### config.mk
export PLATFORM = sky130hd
export DESIGN_NAME = swb_host
export DESIGN_NICKNAME = d
export VERILOG_FILES = /design/src/rtl/swb_pkg.sv /design/src/rtl/swb_rst_sync.sv /design/src/rtl/swb_uart_tx.sv /design/src/rtl/swb_uart_rx.sv /design/src/rtl/swb_host.sv
export SDC_FILE = /design/constraint.sdc
export NUM_CORES = 1
export LEC_CHECK = 0
export CAP_MARGIN = 25
export CORE_MARGIN = 2
export CORE_UTILIZATION = 50
export CTS_CLUSTER_DIAMETER = 40
export DETAILED_ROUTE_END_ITERATION = 8
export MAX_ROUTING_LAYER = met4
export PLACE_DENSITY = 0.69
export SLEW_MARGIN = 20
export SYNTH_ARGS = -nofsm -noshare
export SYNTH_HDL_FRONTEND = slang
export SYNTH_SLANG_ARGS = --single-unit
### constraint.sdc
create_clock -name clk -period 4.7 [get_ports clk]
set_clock_uncertainty 0.2 [all_clocks]
set_input_delay 0.94 -clock clk [delete_from_list [all_inputs] [get_ports clk]]
set_output_delay 0.94 -clock clk [all_outputs]
set_load 0.1 [all_outputs]
### src/rtl/swb_pkg.sv
package swb_pkg;

  localparam int FRAME_BITS = 11;

  localparam logic [7:0] CHAR_ONE  = 8'hFE;
  localparam logic [7:0] CHAR_ZERO = 8'hC0;
  localparam logic [7:0] RX_THRESH = 8'hF8;

  typedef enum logic [1:0] {
    ST_IDLE,
    ST_SEND,
    ST_READ
  } host_st_e;

  typedef enum logic [1:0] {
    RX_IDLE,
    RX_START,
    RX_DATA,
    RX_STOP
  } rx_st_e;

  // Character that carries one bus bit.
  function automatic logic [7:0] bus_char(input logic b);
    return b ? CHAR_ONE : CHAR_ZERO;
  endfunction

  // Threshold decision on a received character.
  function automatic logic char_level(input logic [7:0] c);
    return c > RX_THRESH;
  endfunction

endpackage

### src/rtl/swb_rst_sync.sv
module swb_rst_sync (
  input  logic clk,
  input  logic rst_n_in,
  output logic rst_n_out
);

  logic s1_q, s2_q;

  always_ff @(posedge clk or negedge rst_n_in) begin
    if (!rst_n_in) begin
      s1_q <= 1'b0;
      s2_q <= 1'b0;
    end else begin
      s1_q <= 1'b1;
      s2_q <= s1_q;
    end
  end

  assign rst_n_out = s2_q;

endmodule

### src/rtl/swb_uart_tx.sv
module swb_uart_tx #(
  parameter int DIV = 10
) (
  input  logic clk,
  input  logic rst_n,
  input  logic go,
  input  logic bus_bit,
  output logic busy,
  output logic done,
  output logic pull_low
);
  import swb_pkg::*;

  localparam int CW = $clog2(DIV);
  localparam int BW = $clog2(FRAME_BITS + 1);

  logic                  act_q, act_d;
  logic [FRAME_BITS-1:0] sh_q, sh_d;
  logic [CW-1:0]         cnt_q, cnt_d;
  logic [BW-1:0]         nb_q, nb_d;
  logic                  done_q, done_d;

  always_comb begin
    act_d  = act_q;
    sh_d   = sh_q;
    cnt_d  = cnt_q;
    nb_d   = nb_q;
    done_d = 1'b0;
    if (!act_q) begin
      if (go) begin
        act_d = 1'b1;
        sh_d  = {2'b11, bus_char(bus_bit), 1'b0};
        cnt_d = '0;
        nb_d  = '0;
      end
    end else if (cnt_q == CW'(DIV - 1)) begin
      cnt_d = '0;
      sh_d  = {1'b1, sh_q[FRAME_BITS-1:1]};
      if (nb_q == BW'(FRAME_BITS - 1)) begin
        act_d  = 1'b0;
        done_d = 1'b1;
      end else begin
        nb_d = nb_q + 1'b1;
      end
    end else begin
      cnt_d = cnt_q + 1'b1;
    end
  end

  always_ff @(posedge clk or negedge rst_n) begin
    if (!rst_n) begin
      act_q  <= 1'b0;
      sh_q   <= '1;
      cnt_q  <= '0;
      nb_q   <= '0;
      done_q <= 1'b0;
    end else begin
      act_q  <= act_d;
      sh_q   <= sh_d;
      cnt_q  <= cnt_d;
      nb_q   <= nb_d;
      done_q <= done_d;
    end
  end

  assign busy     = act_q;
  assign done     = done_q;
  assign pull_low = act_q & ~sh_q[0];

endmodule

### src/rtl/swb_uart_rx.sv
module swb_uart_rx #(
  parameter int DIV = 10
) (
  input  logic       clk,
  input  logic       rst_n,
  input  logic       en,
  input  logic       line_in,
  output logic       busy,
  output logic       valid,
  output logic [7:0] data
);
  import swb_pkg::*;

  localparam int CW   = $clog2(DIV);
  localparam int HALF = DIV / 2;

  logic          s1_q, s2_q, s3_q;
  rx_st_e        st_q, st_d;
  logic [CW-1:0] cnt_q, cnt_d;
  logic [2:0]    nb_q, nb_d;
  logic [7:0]    sh_q, sh_d;
  logic          valid_q, valid_d;
  logic          fall;

  assign fall = s3_q & ~s2_q;

  always_comb begin
    st_d    = st_q;
    cnt_d   = cnt_q;
    nb_d    = nb_q;
    sh_d    = sh_q;
    valid_d = 1'b0;
    if (!en) begin
      st_d = RX_IDLE;
    end else begin
      case (st_q)
        RX_IDLE: begin
          if (fall) begin
            st_d  = RX_START;
            cnt_d = '0;
          end
        end
        RX_START: begin
          if (cnt_q == CW'(HALF - 1)) begin
            cnt_d = '0;
            nb_d  = '0;
            st_d  = s2_q ? RX_IDLE : RX_DATA;
          end else begin
            cnt_d = cnt_q + 1'b1;
          end
        end
        RX_DATA: begin
          if (cnt_q == CW'(DIV - 1)) begin
            cnt_d = '0;
            sh_d  = {s2_q, sh_q[7:1]};
            if (nb_q == 3'd7) st_d = RX_STOP;
            else              nb_d = nb_q + 1'b1;
          end else begin
            cnt_d = cnt_q + 1'b1;
          end
        end
        RX_STOP: begin
          if (cnt_q == CW'(DIV - 1)) begin
            st_d    = RX_IDLE;
            valid_d = 1'b1;
          end else begin
            cnt_d = cnt_q + 1'b1;
          end
        end
        default: st_d = RX_IDLE;
      endcase
    end
  end

  always_ff @(posedge clk or negedge rst_n) begin
    if (!rst_n) begin
      s1_q    <= 1'b1;
      s2_q    <= 1'b1;
      s3_q    <= 1'b1;
      st_q    <= RX_IDLE;
      cnt_q   <= '0;
      nb_q    <= '0;
      sh_q    <= '0;
      valid_q <= 1'b0;
    end else begin
      s1_q    <= line_in;
      s2_q    <= s1_q;
      s3_q    <= s2_q;
      st_q    <= st_d;
      cnt_q   <= cnt_d;
      nb_q    <= nb_d;
      sh_q    <= sh_d;
      valid_q <= valid_d;
    end
  end

  assign busy  = (st_q != RX_IDLE);
  assign valid = valid_q;
  assign data  = sh_q;

endmodule

### src/rtl/swb_host.sv
module swb_host #(
  parameter int CLK_HZ     = 100_000_000,
  parameter int BAUD       = 57_600,
  parameter int TMO_FRAMES = 4
) (
  input  logic       clk,
  input  logic       rst_n,
  input  logic       start,
  input  logic       rd_wr,
  input  logic [6:0] addr,
  input  logic [7:0] wdata,
  output logic       busy,
  output logic       done,
  output logic [7:0] rdata,
  output logic       timeout_err,
  input  logic       line_in,
  output logic       line_pull_low
);
  import swb_pkg::*;

  localparam int DIV       = CLK_HZ / BAUD;
  localparam int FRAME_CYC = DIV * FRAME_BITS;
  localparam int TMO_CYC   = TMO_FRAMES * FRAME_CYC;
  localparam int TW        = $clog2(TMO_CYC + 1);

  logic          rst_s;
  host_st_e      st_q, st_d;
  logic [7:0]    cmd_q, cmd_d;
  logic [7:0]    wd_q, wd_d;
  logic [3:0]    idx_q, idx_d;
  logic [7:0]    rsh_q, rsh_d;
  logic [2:0]    rcnt_q, rcnt_d;
  logic [TW-1:0] tmo_q, tmo_d;
  logic [7:0]    rdata_q, rdata_d;
  logic          done_q, done_d;
  logic          err_q, err_d;

  logic          tx_go, tx_busy, tx_done, tx_bit;
  logic          rx_busy, rx_valid, rx_lvl;
  logic [7:0]    rx_data;
  logic [15:0]   stream;
  logic          rd_phase;

  swb_rst_sync u_rst (
    .clk       (clk),
    .rst_n_in  (rst_n),
    .rst_n_out (rst_s)
  );

  assign stream   = {wd_q, cmd_q};
  assign tx_bit   = stream[idx_q];
  assign rd_phase = (st_q == ST_READ);
  assign rx_lvl   = char_level(rx_data);

  swb_uart_tx #(.DIV(DIV)) u_tx (
    .clk      (clk),
    .rst_n    (rst_s),
    .go       (tx_go),
    .bus_bit  (tx_bit),
    .busy     (tx_busy),
    .done     (tx_done),
    .pull_low (line_pull_low)
  );

  swb_uart_rx #(.DIV(DIV)) u_rx (
    .clk     (clk),
    .rst_n   (rst_s),
    .en      (rd_phase),
    .line_in (line_in),
    .busy    (rx_busy),
    .valid   (rx_valid),
    .data    (rx_data)
  );

  always_comb begin
    st_d    = st_q;
    cmd_d   = cmd_q;
    wd_d    = wd_q;
    idx_d   = idx_q;
    rsh_d   = rsh_q;
    rcnt_d  = rcnt_q;
    tmo_d   = tmo_q;
    rdata_d = rdata_q;
    err_d   = err_q;
    done_d  = 1'b0;
    tx_go   = 1'b0;
    case (st_q)
      ST_IDLE: begin
        if (start) begin
          st_d  = ST_SEND;
          cmd_d = {rd_wr, addr};
          wd_d  = wdata;
          idx_d = '0;
          err_d = 1'b0;
        end
      end
      ST_SEND: begin
        tx_go = !tx_busy && !tx_done;
        if (tx_done) begin
          if (idx_q == 4'd7 && cmd_q[7]) begin
            st_d   = ST_READ;
            rcnt_d = '0;
            tmo_d  = '0;
          end else if (idx_q == 4'd15) begin
            st_d   = ST_IDLE;
            done_d = 1'b1;
          end else begin
            idx_d = idx_q + 1'b1;
          end
        end
      end
      ST_READ: begin
        if (rx_valid) begin
          rsh_d = {rx_lvl, rsh_q[7:1]};
          tmo_d = '0;
          if (rcnt_q == 3'd7) begin
            st_d    = ST_IDLE;
            done_d  = 1'b1;
            rdata_d = {rx_lvl, rsh_q[7:1]};
          end else begin
            rcnt_d = rcnt_q + 1'b1;
          end
        end else if (rx_busy) begin
          tmo_d = '0;
        end else if (tmo_q == TW'(TMO_CYC - 1)) begin
          st_d   = ST_IDLE;
          done_d = 1'b1;
          err_d  = 1'b1;
        end else begin
          tmo_d = tmo_q + 1'b1;
        end
      end
      default: st_d = ST_IDLE;
    endcase
  end

  always_ff @(posedge clk or negedge rst_s) begin
    if (!rst_s) begin
      st_q    <= ST_IDLE;
      cmd_q   <= '0;
      wd_q    <= '0;
      idx_q   <= '0;
      rsh_q   <= '0;
      rcnt_q  <= '0;
      tmo_q   <= '0;
      rdata_q <= '0;
      done_q  <= 1'b0;
      err_q   <= 1'b0;
    end else begin
      st_q    <= st_d;
      cmd_q   <= cmd_d;
      wd_q    <= wd_d;
      idx_q   <= idx_d;
      rsh_q   <= rsh_d;
      rcnt_q  <= rcnt_d;
      tmo_q   <= tmo_d;
      rdata_q <= rdata_d;
      done_q  <= done_d;
      err_q   <= err_d;
    end
  end

  assign busy        = (st_q != ST_IDLE);
  assign done        = done_q;
  assign rdata       = rdata_q;
  assign timeout_err = err_q;

endmodule

==> impl_results.md, run 1 <==
* Minimum period implied by the final worst setup slack at ~3800 ps
* Routability cong. at ~0.81
* Layout overhead on the synthesized area at 16.8%
* Fraction of power consumed by sequential logic at 0.430
* Commonest non-fill, non-tap cells in the layout: dfrtp_1 (102), nand2_1 (65), o21ai_0 (45)
* Number of antenna violations at the first check in global routing at 0
* Number of nets still failing antenna checks after routing at 0
* Max-cap violations at 0
* Combinational power share at 0.182
* 1st-pass router iterations at 6
* Critical path required time at around 3600 ps
* Power spent charging and discharging nets at 0.922 mW
* Pins Over Slew Limit at 0
* TritonCTS Buffers at 17
* Hold Path Class: flip-flop to flip-flop
* Multiplexer fraction of the synthesized cell area at 0.112
* GRT Util Overall at 0.209
* Die Footprint at roughly 0.012 mm2
* Final std cell area, no fill at ~0.0066 mm2
* Cells along the critical path: inv_1 > nor2_1 > clkdlybuf4s50_1
* Worst Setup Path Type: flip-flop to output pin
* Final-report setup violation count at 0
* Final-stage net count at around 600
* Post-detailed-route via-to-cell ratio at approximately 5.8
* Peak ir drop on the vdd network at roughly 0.32 mV
* Starting DRC count in detailed routing at 313
* Worst skew pair latency at about 420 ps
* Number of buffers inserted by post-CTS setup repair at 0
* Number of warnings issued by yosys at 0
* Post-synthesis register bit count at 113
* Most common cell after layout, fill and taps aside: dfrtp_1
* Sequential element share of the synthesized area at 0.501
* Async S/R FF share, synth at 1.00
* Synth Net Count at between 500 and 600
* Number of global-route vias before repair at approximately 4200
* TritonCTS Sinks at roughly 110
* Length of routed met3 wiring at roughly 400 um
* Top Ports at 32
* CTS tree: yes
* Routed Wire Length at roughly 11000 um
* Total global routing overflow at 0
* Post-route setup TNS at 0 ps
* Total power after layout at 3.07 mW
* Switching power as a share of total power at 0.300
* Row Count at 38
* Highest achievable clock rate at 0.263 GHz
* Compound-cell area share of the yosys netlist at 0.136
* Top cell family by delay on the critical path: buffers and inverters
* Type of element capturing the critical path: output pin
* Post-synthesis average cell area at about 11 um2
* Status: finished clean
* Count of fill cells added during filler insertion at just under 900
* Post-CTS resize count at 0
* Adder-cell area share of the yosys netlist at 0.0309
* Post-synth design cell area at between 0.005 and 0.006 mm2
* Number of hold-slack violations in the final timing report at 0
* Uppermost layer routed: met4
* Longest individual stage delay on the worst path at approximately 1100 ps
* Post-route met1 wirelength at ~5300 um
* Drt drc at 0
* Relative slew slack at 0.316
* Data arrival time at the worst-slack endpoint at between 2000 and 3000 ps
* Starting density of the core at 0.518
* Worst setup SP type: flip-flop
* Portion of total power attributed to the clock network at 0.388
* Clock slew at the register clock pins of the worst setup and hold paths at around 60 ps
* Internal power of the cells at 2.15 mW
* EDFF count, synth at 0
* Layout cell share with drive strength beyond 1 at 0.169
* Floorplan Core Area at about 0.011 mm2
* Sum of met2 wire segment lengths after detailed routing at 5630 um
* CP max FO at 14
* Number of distinct library cells after synthesis at 62
* Total vias in the final route at between 4000 and 5000
* Pin count of the biggest net entering global routing at 66
* Critical-path top delay cell: clkdlybuf4s50_1
* R2R Setup Slk at around 2000 ps
* First-pass GRT wire length at about 20000 um
* Share of the synthesized netlist area taken by xor and xnor gates at 0.0108
* Commonest register cell after synthesis: dfrtp_1
* Measured slew at the worst slew-check pin at 1030 ps
* Average wire per standard cell at around 16 um
* CTS H-tree depth at 4
* Cells after Synth at about 540
* Die width at between 100 and 150 um
* Dominant combinational cell family by area after synthesis: simple AND/OR/NAND/NOR gates
* Power density normalized to cell area at approximately 460 mW/mm2
* CTS Hold Buffers Added at 0
* Port Buffer Count at 31
* Area post-placement at slightly above 0.006 mm2
* Clock buffer depth at 2
* HPWL after detailed placement at 7780 um
* Antenna diodes at 0
* Leakage power at 2.79 nW
* Clk Tree Root Cell: clkbuf_16
* Post-synthesis simple-gate area fraction at 0.180
* DIE HEIGHT at roughly 110 um
* Buffering stage count on the worst path with inverters included at 2
* RSZ-0062 raised after global routing: no
* Ratio of final minimum period to clock period at 0.808
==> state kept, by name (all words and copies together) (netlist names), 2 cells and up <==
| signal | flops |
|---|---|
| u_rx.cnt_q | 11 |
| u_rx.st_q | 2 |
| u_rx.nb_q | 3 |
| rsh_q | 7 |
| st_q | 2 |
| tmo_q | 17 |
| wd_q | 8 |
| u_rx.data | 8 |
| u_tx.nb_q | 4 |
| rcnt_q | 3 |
| idx_q | 4 |
| rdata | 8 |
| u_tx.sh_q | 7 |
| u_tx.cnt_q | 11 |
| cmd_q | 8 |
==> kinds of logic after synthesis <==
family | Yosys count
adders and majority gates | 14
other | 1
xor gates and xnor gates | 7
AOI/OAI and AO/OA | 119
and+or+nand+nor | 193
buffers and inverters | 33
muxes | 56
DFF | 113
==> cell type report <==
type / instances / area (um2) / share of cell area
flip-flops and latches: 113 / 2840 / 0.430
inverters: 13 / 48.8 / 0.00737
repair buffers: 32 / 318 / 0.0480
multi-input cells: 390 / 2670 / 0.403
well taps: 140 / 175 / 0.0265
clock buffers: 22 / 484 / 0.0732
clock inverters: 10 / 77.6 / 0.0117
==> metrics by stage <==
step | setup WS [ps] | util | cells | hold slack (ps)
final | 903 | 0.605 | 720 | 150
after global routing | 739 | 0.605 | 720 | 155
after global placement | 1380 | 0.554 | 688 | 142
after detailed placement | 1370 | 0.554 | 688 | 140
after floorplan | 1140 | - | 536 | 131
after CTS | 910 | 0.605 | 720 | 153
==> power groups by stage <==
stage                     combinational [mW]  sequential (mW)  clock [mW]
after floorplan                        0.476             1.27           0
after global placement                 0.540             1.32           0
after detailed placement               0.559             1.33           0
after CTS                              0.564             1.32        1.22
after global routing                   0.626             1.35        1.27
final                                  0.560             1.32        1.19
==> worst paths after layout <==
kind | from | endpoint | depth (start not counted)
min in group asynchronous | u_rst.rst_n_out | rsh_q[6] | 0
max | u_tx.busy | line_pull_low | 3
max reg2reg | st_q[0] | tmo_q[3] | 7
min | u_rst.s1_q | u_rst.rst_n_out | 0
min reg2reg | u_rst.s1_q | u_rst.rst_n_out | 0
max in group asynchronous | u_rst.rst_n_out | u_tx.cnt_q[6] | 1
==> metal layers <==
layer	track usage	vias up
li1	-	2037
met4	0.0817	0
met2	0.319	71
met5	-	-
met3	0.0626	16
met1	0.262	2087
==> Yosys cell counts (3+ instances only) <==
master | number | area (um2)
nor4_1 | 7 | 43.8
dfstp_2 | 10 | 263
mux2i_1 | 13 | 130
mux2_2 | 41 | 462
nand2_1 | 65 | 244
nand2b_1 | 7 | 43.8
o31ai_1 | 12 | 90.1
nor3_1 | 13 | 65.1
dfrtp_1 | 103 | 2580
buf_2 | 6 | 30.0
clkbuf_1 | 10 | 37.5
ha_1 | 14 | 175
xor2_1 | 7 | 61.3
o21ai_1 | 3 | 15.0
and2_1 | 3 | 18.8
nor2_1 | 25 | 93.8
nand4_1 | 10 | 62.6
a22o_1 | 5 | 43.8
or3_1 | 6 | 37.5
o41ai_1 | 3 | 26.3
a21oi_1 | 17 | 85.1
nand4b_1 | 3 | 26.3
o21ai_0 | 45 | 225
inv_1 | 13 | 48.8
nand3_1 | 22 | 110
and3_1 | 9 | 56.3
a21o_1 | 5 | 37.5
a31oi_1 | 5 | 31.3
nor2b_1 | 5 | 31.3
a22oi_1 | 6 | 45.0
(Power assumes the default switching activity.)
==> run 2, diff against run 1 <==
--- a/config.mk
+++ b/config.mk
@@ -11,7 +11,7 @@
 export CTS_CLUSTER_DIAMETER = 40
 export DETAILED_ROUTE_END_ITERATION = 8
 export MAX_ROUTING_LAYER = met4
-export PLACE_DENSITY = 0.69
+export PLACE_DENSITY = 0.71
 export SLEW_MARGIN = 20
 export SYNTH_ARGS = -nofsm -noshare
 export SYNTH_HDL_FRONTEND = slang
==> constraint.sdc (replaced) <==
create_clock -name clk -period 3.1 [get_ports clk]
set_clock_uncertainty 0.2 [all_clocks]
set_input_delay 0.62 -clock clk [delete_from_list [all_inputs] [get_ports clk]]
set_output_delay 0.62 -clock clk [all_outputs]
set_load 0.1 [all_outputs]
==> run 2 against run 1 <==
- hold slack better by 5.2 ps
- non-clock buffer count up 6
- first-iteration DRC count decreased by 11%
- die area did not move
- largest cell class unchanged
==> impl_results.md, run 2 (same netlist as run 1, synthesis figures left out) <==
* Top Ports at 32 (unchanged)
* Length of routed met3 wiring at 334 um (-16%)
* Worst Setup Path Type: flip-flop to flip-flop
* Post-route met1 wirelength at 5190 um (-1.6%)
* 1st-pass router iterations at 5 (-1)
* Type of element capturing the critical path: flip-flop
* Fraction of power consumed by sequential logic at 0.425 (-0.005)
* Highest achievable clock rate at around 0.41 GHz
* Internal power of the cells at 3.28 mW (+52%)
* TritonCTS Sinks at 113 (unchanged)
* Power spent charging and discharging nets at 1.45 mW (+57%)
* CTS Hold Buffers Added at 0 (unchanged)
* Combinational power share at 0.179 (-0.003)
* First-pass GRT wire length at 19700 um (-2.1%)
* Longest individual stage delay on the worst path at 560 ps (-580 ps)
* Layout overhead on the synthesized area at 17.3%
* Critical path required time at 3240 ps (-320 ps)
* Layout cell share with drive strength beyond 1 at 0.200 (+0.0307)
* Cells along the critical path: ha_1 > and3_1 > a32o_1 > nand3_1 > or3_1 > nand3_1
* Max-cap violations at 0 (unchanged)
* Total global routing overflow at 0 (unchanged)
* CTS H-tree depth at 4 (unchanged)
* Port Buffer Count at 31 (unchanged)
* Antenna diodes at 0 (unchanged)
* Largest registers: tmo_q (17), u_rx.cnt_q (11), u_tx.cnt_q (11)
* Start point of the worst min-delay path: u_rx.s1_q
* First element of the critical path: idx_q[1]
* Sum of met2 wire segment lengths after detailed routing at 5690 um (+1.1%)
* Number of nets still failing antenna checks after routing at 0 (unchanged)
* Register bank with the most flops: tmo_q
* Power density normalized to cell area at 711 mW/mm2 (+53%)
* Hold Path Class: flip-flop to flip-flop
* Pins Over Slew Limit at 0 (unchanged)
* Final std cell area, no fill at 0.00665 mm2 (+0.43%)
* Number of buffers inserted by post-CTS setup repair at 0 (unchanged)
* Buffering stage count on the worst path with inverters included at 0 (-2)
* Worst setup SP type: flip-flop
* Final-report setup violation count at 0 (unchanged)
* Pin count of the biggest net entering global routing at 54 (-18%)
* Floorplan Core Area at 0.0109 mm2 (unchanged)
* RSZ-0062 raised after global routing: no
* Flip-flop count of the largest register, all copies and words added at 17 (unchanged)
* Startpoint of the worst-slack reg-to-reg timing path: idx_q[1]
* HPWL after detailed placement at 7880 um (+1.2%)
* Most used cell, CP: nand3_1
* Number of hold-slack violations in the final timing report at 0 (unchanged)
* DIE HEIGHT at 110 um (unchanged)
* Leakage power at 2.87 nW (+2.7%)
* Peak ir drop on the vdd network at 0.560 mV (+76%)
* Post-CTS resize count at 0 (unchanged)
* Clock buffer depth at 2 (unchanged)
* Measured slew at the worst slew-check pin at 824 ps (-202 ps)
* Minimum period implied by the final worst setup slack at between 2000 and 2500 ps
* Ratio of final minimum period to clock period at 0.796
* Clock slew at the register clock pins of the worst setup and hold paths at 60 ps (about the same)
* Die Footprint at 0.0122 mm2 (unchanged)
* Post-route setup TNS at 0 ps (unchanged)
* Most common cell after layout, fill and taps aside: dfrtp_1
* Routed Wire Length at 11400 um (-1.1%)
* Area post-placement at 0.00607 mm2 (+0.25%)
* Clk Tree Root Cell: clkbuf_16
* Post-detailed-route via-to-cell ratio at 5.81 (-0.66%)
* Commonest non-fill, non-tap cells in the layout: dfrtp_1 (102), nand2_1 (65), o21ai_0 (45)
* Relative slew slack at 0.446 (+0.130)
* GRT Util Overall at 0.202 (-0.00697)
* Portion of total power attributed to the clock network at 0.396 (+0.008)
* Number of global-route vias before repair at 4253 (+0.43%)
* CTS tree: yes
* TritonCTS Buffers at 17 (unchanged)
* Critical-path top delay cell: dfrtp_1
* Drt drc at 0 (unchanged)
* Starting density of the core at 0.518 (unchanged)
* Top cell family by delay on the critical path: simple AND/OR/NAND/NOR gates
* Worst skew pair latency at 410 ps (about the same)
* Total vias in the final route at 4218 (+0.17%)
* Uppermost layer routed: met4
* Starting DRC count in detailed routing at 278 (-11%)
* Routability cong. at 0.890 (+9.4%)
* Number of antenna violations at the first check in global routing at 0 (unchanged)
* Status: finished clean
* Average wire per standard cell at 15.6 um (-1.9%)
* Die width at 110 um (unchanged)
* Data arrival time at the worst-slack endpoint at 2600 ps (-60 ps)
* Switching power as a share of total power at 0.306 (+0.00628)
* Row Count at 38 (unchanged)
* CP max FO at 11 (-3)
* Final-stage net count at 607 (+1.0%)
-- run 2: changes by cell type in the layout (fill, tap and decap cells not counted) --
cell             before  now
bufinv_16             0    1
clkdlybuf4s50_1      31   19
buf_4                 1   19
inv_6                 2    5
inv_8                 0    2
clkinvlp_4            5    0
clkinv_2              1    2
clkbuf_1              1    0
clkinv_4              2    5
clkbuf_8              4    0
-- run 2: metal layers --
metal,track usage,vias to the layer above
met5,-,-
met4,0.0733,0
met3,0.0510,14
met2,0.320,82
met1,0.253,2072
li1,-,2050
-- run 2: path summary, 6_finish.rpt --
check	to	slack, ps	cells after the start
max	tmo_q[3]	630	6
min	u_rx.s2_q	160	0
max reg2reg	tmo_q[3]	630	6
min reg2reg	u_rx.s2_q	160	0
max in group asynchronous	u_rx.s3_q	1760	1
min in group asynchronous	rdata[6]	170	0
-- run 2: final cells by class --
cell class,count,area (um2)
Fill cell,888,4290
Sequential cell,113,2840
Multi-Input combinational cell,390,2670
Clock buffer,17,425
Timing Repair Buffer,38,333
Tap cell,140,175
Clock inverter,15,150
Inverter,13,48.8
-- run 2: power by group through the flow --
stage | registers, mW | logic, mW | clock network, mW
finish | 2.01 | 0.847 | 1.87
CTS | 2.01 | 0.852 | 1.91
global placement | 2.01 | 0.808 | 0
global route | 2.05 | 0.942 | 1.99
detailed placement | 2.02 | 0.845 | 0
floorplan | 1.92 | 0.722 | 0
-- run 2: worst reg2reg max path: cells and delay by family (launching register included) --
kind	cells	cell delay, ps
flops	1	560
simple gates	4	940
compound gates	1	430
fa+ha+maj	1	280
-- run 2: metrics by stage --
stage                     setup slack [ps]  utilization  instances  total power [mW]  hold WS [ps]
after CTS                              671        0.608        726              4.77           157
after detailed placement               672        0.555        694              2.87           142
final                                  634        0.608        726              4.73           156
after global routing                   446        0.608        726              4.98           154
after global placement                 751        0.555        694              2.82           143
after floorplan                        306            -        536              2.64           124
==> run 3, diff against run 2 <==
--- a/config.mk
+++ b/config.mk
@@ -11,7 +11,7 @@
 export CTS_CLUSTER_DIAMETER = 40
 export DETAILED_ROUTE_END_ITERATION = 8
 export MAX_ROUTING_LAYER = met4
-export PLACE_DENSITY = 0.71
+export PLACE_DENSITY = 0.69
 export SLEW_MARGIN = 20
 export SYNTH_ARGS = -nofsm -noshare
 export SYNTH_HDL_FRONTEND = slang
==> constraint.sdc (replaced) <==
create_clock -name clk -period 2.3 [get_ports clk]
set_clock_uncertainty 0.2 [all_clocks]
set_input_delay 0.46 -clock clk [delete_from_list [all_inputs] [get_ports clk]]
set_output_delay 0.46 -clock clk [all_outputs]
set_load 0.1 [all_outputs]
==> run 3 against run 2 <==
- sequential share of layout area decreased by 1.6 points
- hold slack got worse by 63 ps
- core utilization increased by 2.4 points
- total power increased by 36%
- largest power group unchanged
- cell area increased by 4.0%
==> impl_results.md, run 3 (same netlist as run 1, synthesis figures left out) <==
* Top Ports at 32 (unchanged)
* Die Footprint at 0.0122 mm2 (unchanged)
* Buffering stage count on the worst path with inverters included at 0 (unchanged)
* Area post-placement at 0.00628 mm2 (+3.5%)
* Layout overhead on the synthesized area at 22.0%
* Number of nets still failing antenna checks after routing at 0 (unchanged)
* Power density normalized to cell area at 930 mW/mm2 (+31%)
* Pin count of the biggest net entering global routing at 37 (-31%)
* Routed Wire Length at 11700 um (+3.1%)
* Relative slew slack at 0.640 (+0.194)
* Floorplan Core Area at 0.0109 mm2 (unchanged)
* Number of hold-slack violations in the final timing report at 0 (unchanged)
* Largest registers: tmo_q (17), u_rx.cnt_q (11), u_tx.cnt_q (11)
* Count of fill cells added during filler insertion at 883 (-0.56%)
* RSZ-0062 raised after global routing: yes
* Total global routing overflow at 0 (unchanged)
* GRT Util Overall at 0.208 (+0.00662)
* Status: finished clean
* PnR worst setup slack at 97.9 ps (-536 ps)
* Ratio of final minimum period to clock period at 0.957 (+0.162)
* Critical-path top delay cell: or4b_4
* Max-cap violations at 0 (unchanged)
* Final-report setup violation count at 0 (unchanged)
* CP max FO at 12 (+1)
* Drt drc at 0 (unchanged)
* CTS tree: yes
* Most common cell after layout, fill and taps aside: dfrtp_1
* 1st-pass router iterations at 5 (unchanged)
* Highest achievable clock rate at 0.454 GHz (+12%)
* Number of global-route vias before repair at 4370 (+2.8%)
* Hold Path Class: flip-flop to async pin
* Starting density of the core at 0.518 (unchanged)
* Clk Tree Root Cell: clkbuf_16
* Final-stage net count at 631 (+4.0%)
* Row Count at 38 (unchanged)
* HPWL after detailed placement at 8130 um (+3.2%)
* Total vias in the final route at 4324 (+2.5%)
* Cells along the critical path: or4b_4 > o31ai_4 > nor2b_1 > o21ai_0 > o31ai_1
* Peak ir drop on the vdd network at 0.610 mV (+9.0%)
* TritonCTS Sinks at 113 (unchanged)
* Post-Route Utilization at 0.632 (+0.0243)
* Pins Over Slew Limit at 0 (unchanged)
* FF-to-FF path depth at 5 (-1)
* Data arrival time at the worst-slack endpoint at 2290 ps (-310 ps)
* Commonest non-fill, non-tap cells in the layout: dfrtp_1 (101), nand2_1 (65), o21ai_0 (45)
* Starting DRC count in detailed routing at 272 (-2.2%)
* Number of antenna violations at the first check in global routing at 0 (unchanged)
* Top cell family by delay on the critical path: compound AO/OA/AOI/OAI gates
* Register bank with the most flops: tmo_q
* Worst Setup Path Type: flip-flop to flip-flop
* Routability cong. at 0.889 (-0.12%)
* Clock slew at the register clock pins of the worst setup and hold paths at 60 ps (about the same)
* Antenna diodes at 0 (unchanged)
* Longest individual stage delay on the worst path at 600 ps (+40 ps)
* TritonCTS Buffers at 17 (unchanged)
* Layout cell share with drive strength beyond 1 at 0.236 (+0.0364)
* Post-route setup TNS at 0 ps (unchanged)
* First-pass GRT wire length at 20400 um (+3.5%)
* DIE HEIGHT at 110 um (unchanged)
* Flip-flop count of the largest register, all copies and words added at 17 (unchanged)
* Worst skew pair latency at 410 ps (about the same)
* Die width at 110 um (unchanged)
* Critical path required time at 2390 ps (-850 ps)
* Worst setup SP type: flip-flop
* Post-detailed-route via-to-cell ratio at 5.77 (-0.77%)
* Instance count on the critical path at 5 (-1)
* CTS H-tree depth at 4 (unchanged)
* Final std cell area, no fill at 0.00691 mm2 (+4.0%)
* Average wire per standard cell at 15.6 um (-0.22%)
* Final worst hold slack at 92.9 ps (-62.8 ps)
* Leakage power at 2.98 nW (+3.9%)
* Clock buffer depth at 2 (unchanged)
* Measured slew at the worst slew-check pin at 541 ps (-283 ps)
* Type of element capturing the critical path: flip-flop
* Minimum period implied by the final worst setup slack at 2200 ps (-264 ps)
* Worst setup timing slack at the placement stage at 54.3 ps (-618 ps)
* Port Buffer Count at 31 (unchanged)
==> run 3: what timing repair did <==
action                                  CTS  global route
gates resized for setup                   0             6
setup buffers                             0             1
endpoints found under the setup margin    0            12
hold buffers                              1             0
endpoints found under the hold margin     2             0
==> run 3: report_power, final <==
| group | internal (mW) | total (mW) | switching (mW) |
|---|---|---|---|
| sequential | 2.35 | 2.67 | 0.322 |
| combinational | 0.648 | 1.29 | 0.639 |
| clock | 1.52 | 2.47 | 0.949 |
==> run 3: worst paths after layout <==
path | startpoint | to | slack (ps)
setup reg to reg | u_tx.cnt_q[5] | u_tx.cnt_q[3] | 100
hold reg to reg | u_rst.rst_n_out | rdata[5] | 90
setup / recovery | u_tx.cnt_q[5] | u_tx.cnt_q[3] | 100
hold / removal | u_rst.rst_n_out | rdata[5] | 90
max in group asynchronous | u_rst.rst_n_out | u_tx.sh_q[2] | 1120
min in group clk | u_rst.s1_q | u_rst.rst_n_out | 160
==> run 3: layout make-up <==
type | instances | area, um2 | share of cell area
multi-input cells | 391 | 2710 | 0.392
repair buffers | 61 | 558 | 0.0807
clock inverters | 14 | 133 | 0.0192
inverters | 13 | 48.8 | 0.00706
well taps | 140 | 175 | 0.0253
clock buffers | 18 | 439 | 0.0635
flip-flops and latches | 113 | 2850 | 0.412
==> run 3: stage by stage <==
step	power (mW)	cells
floorplan	3.56	536
global placement	3.93	715
detailed placement	3.97	715
CTS	6.47	748
global route	6.78	750
finish	6.43	750
==> run 3: metal layers <==
metal | share of wire | GRT usage | wire (um) | vias up
li1 | - | - | - | 2103
met1 | 0.45 | 0.256 | 5300 | 2118
met2 | 0.50 | 0.331 | 5840 | 89
met3 | 0.036 | 0.0620 | 417 | 14
met4 | 0.012 | 0.0708 | 142 | 0
met5 | 0 | - | 0 | -
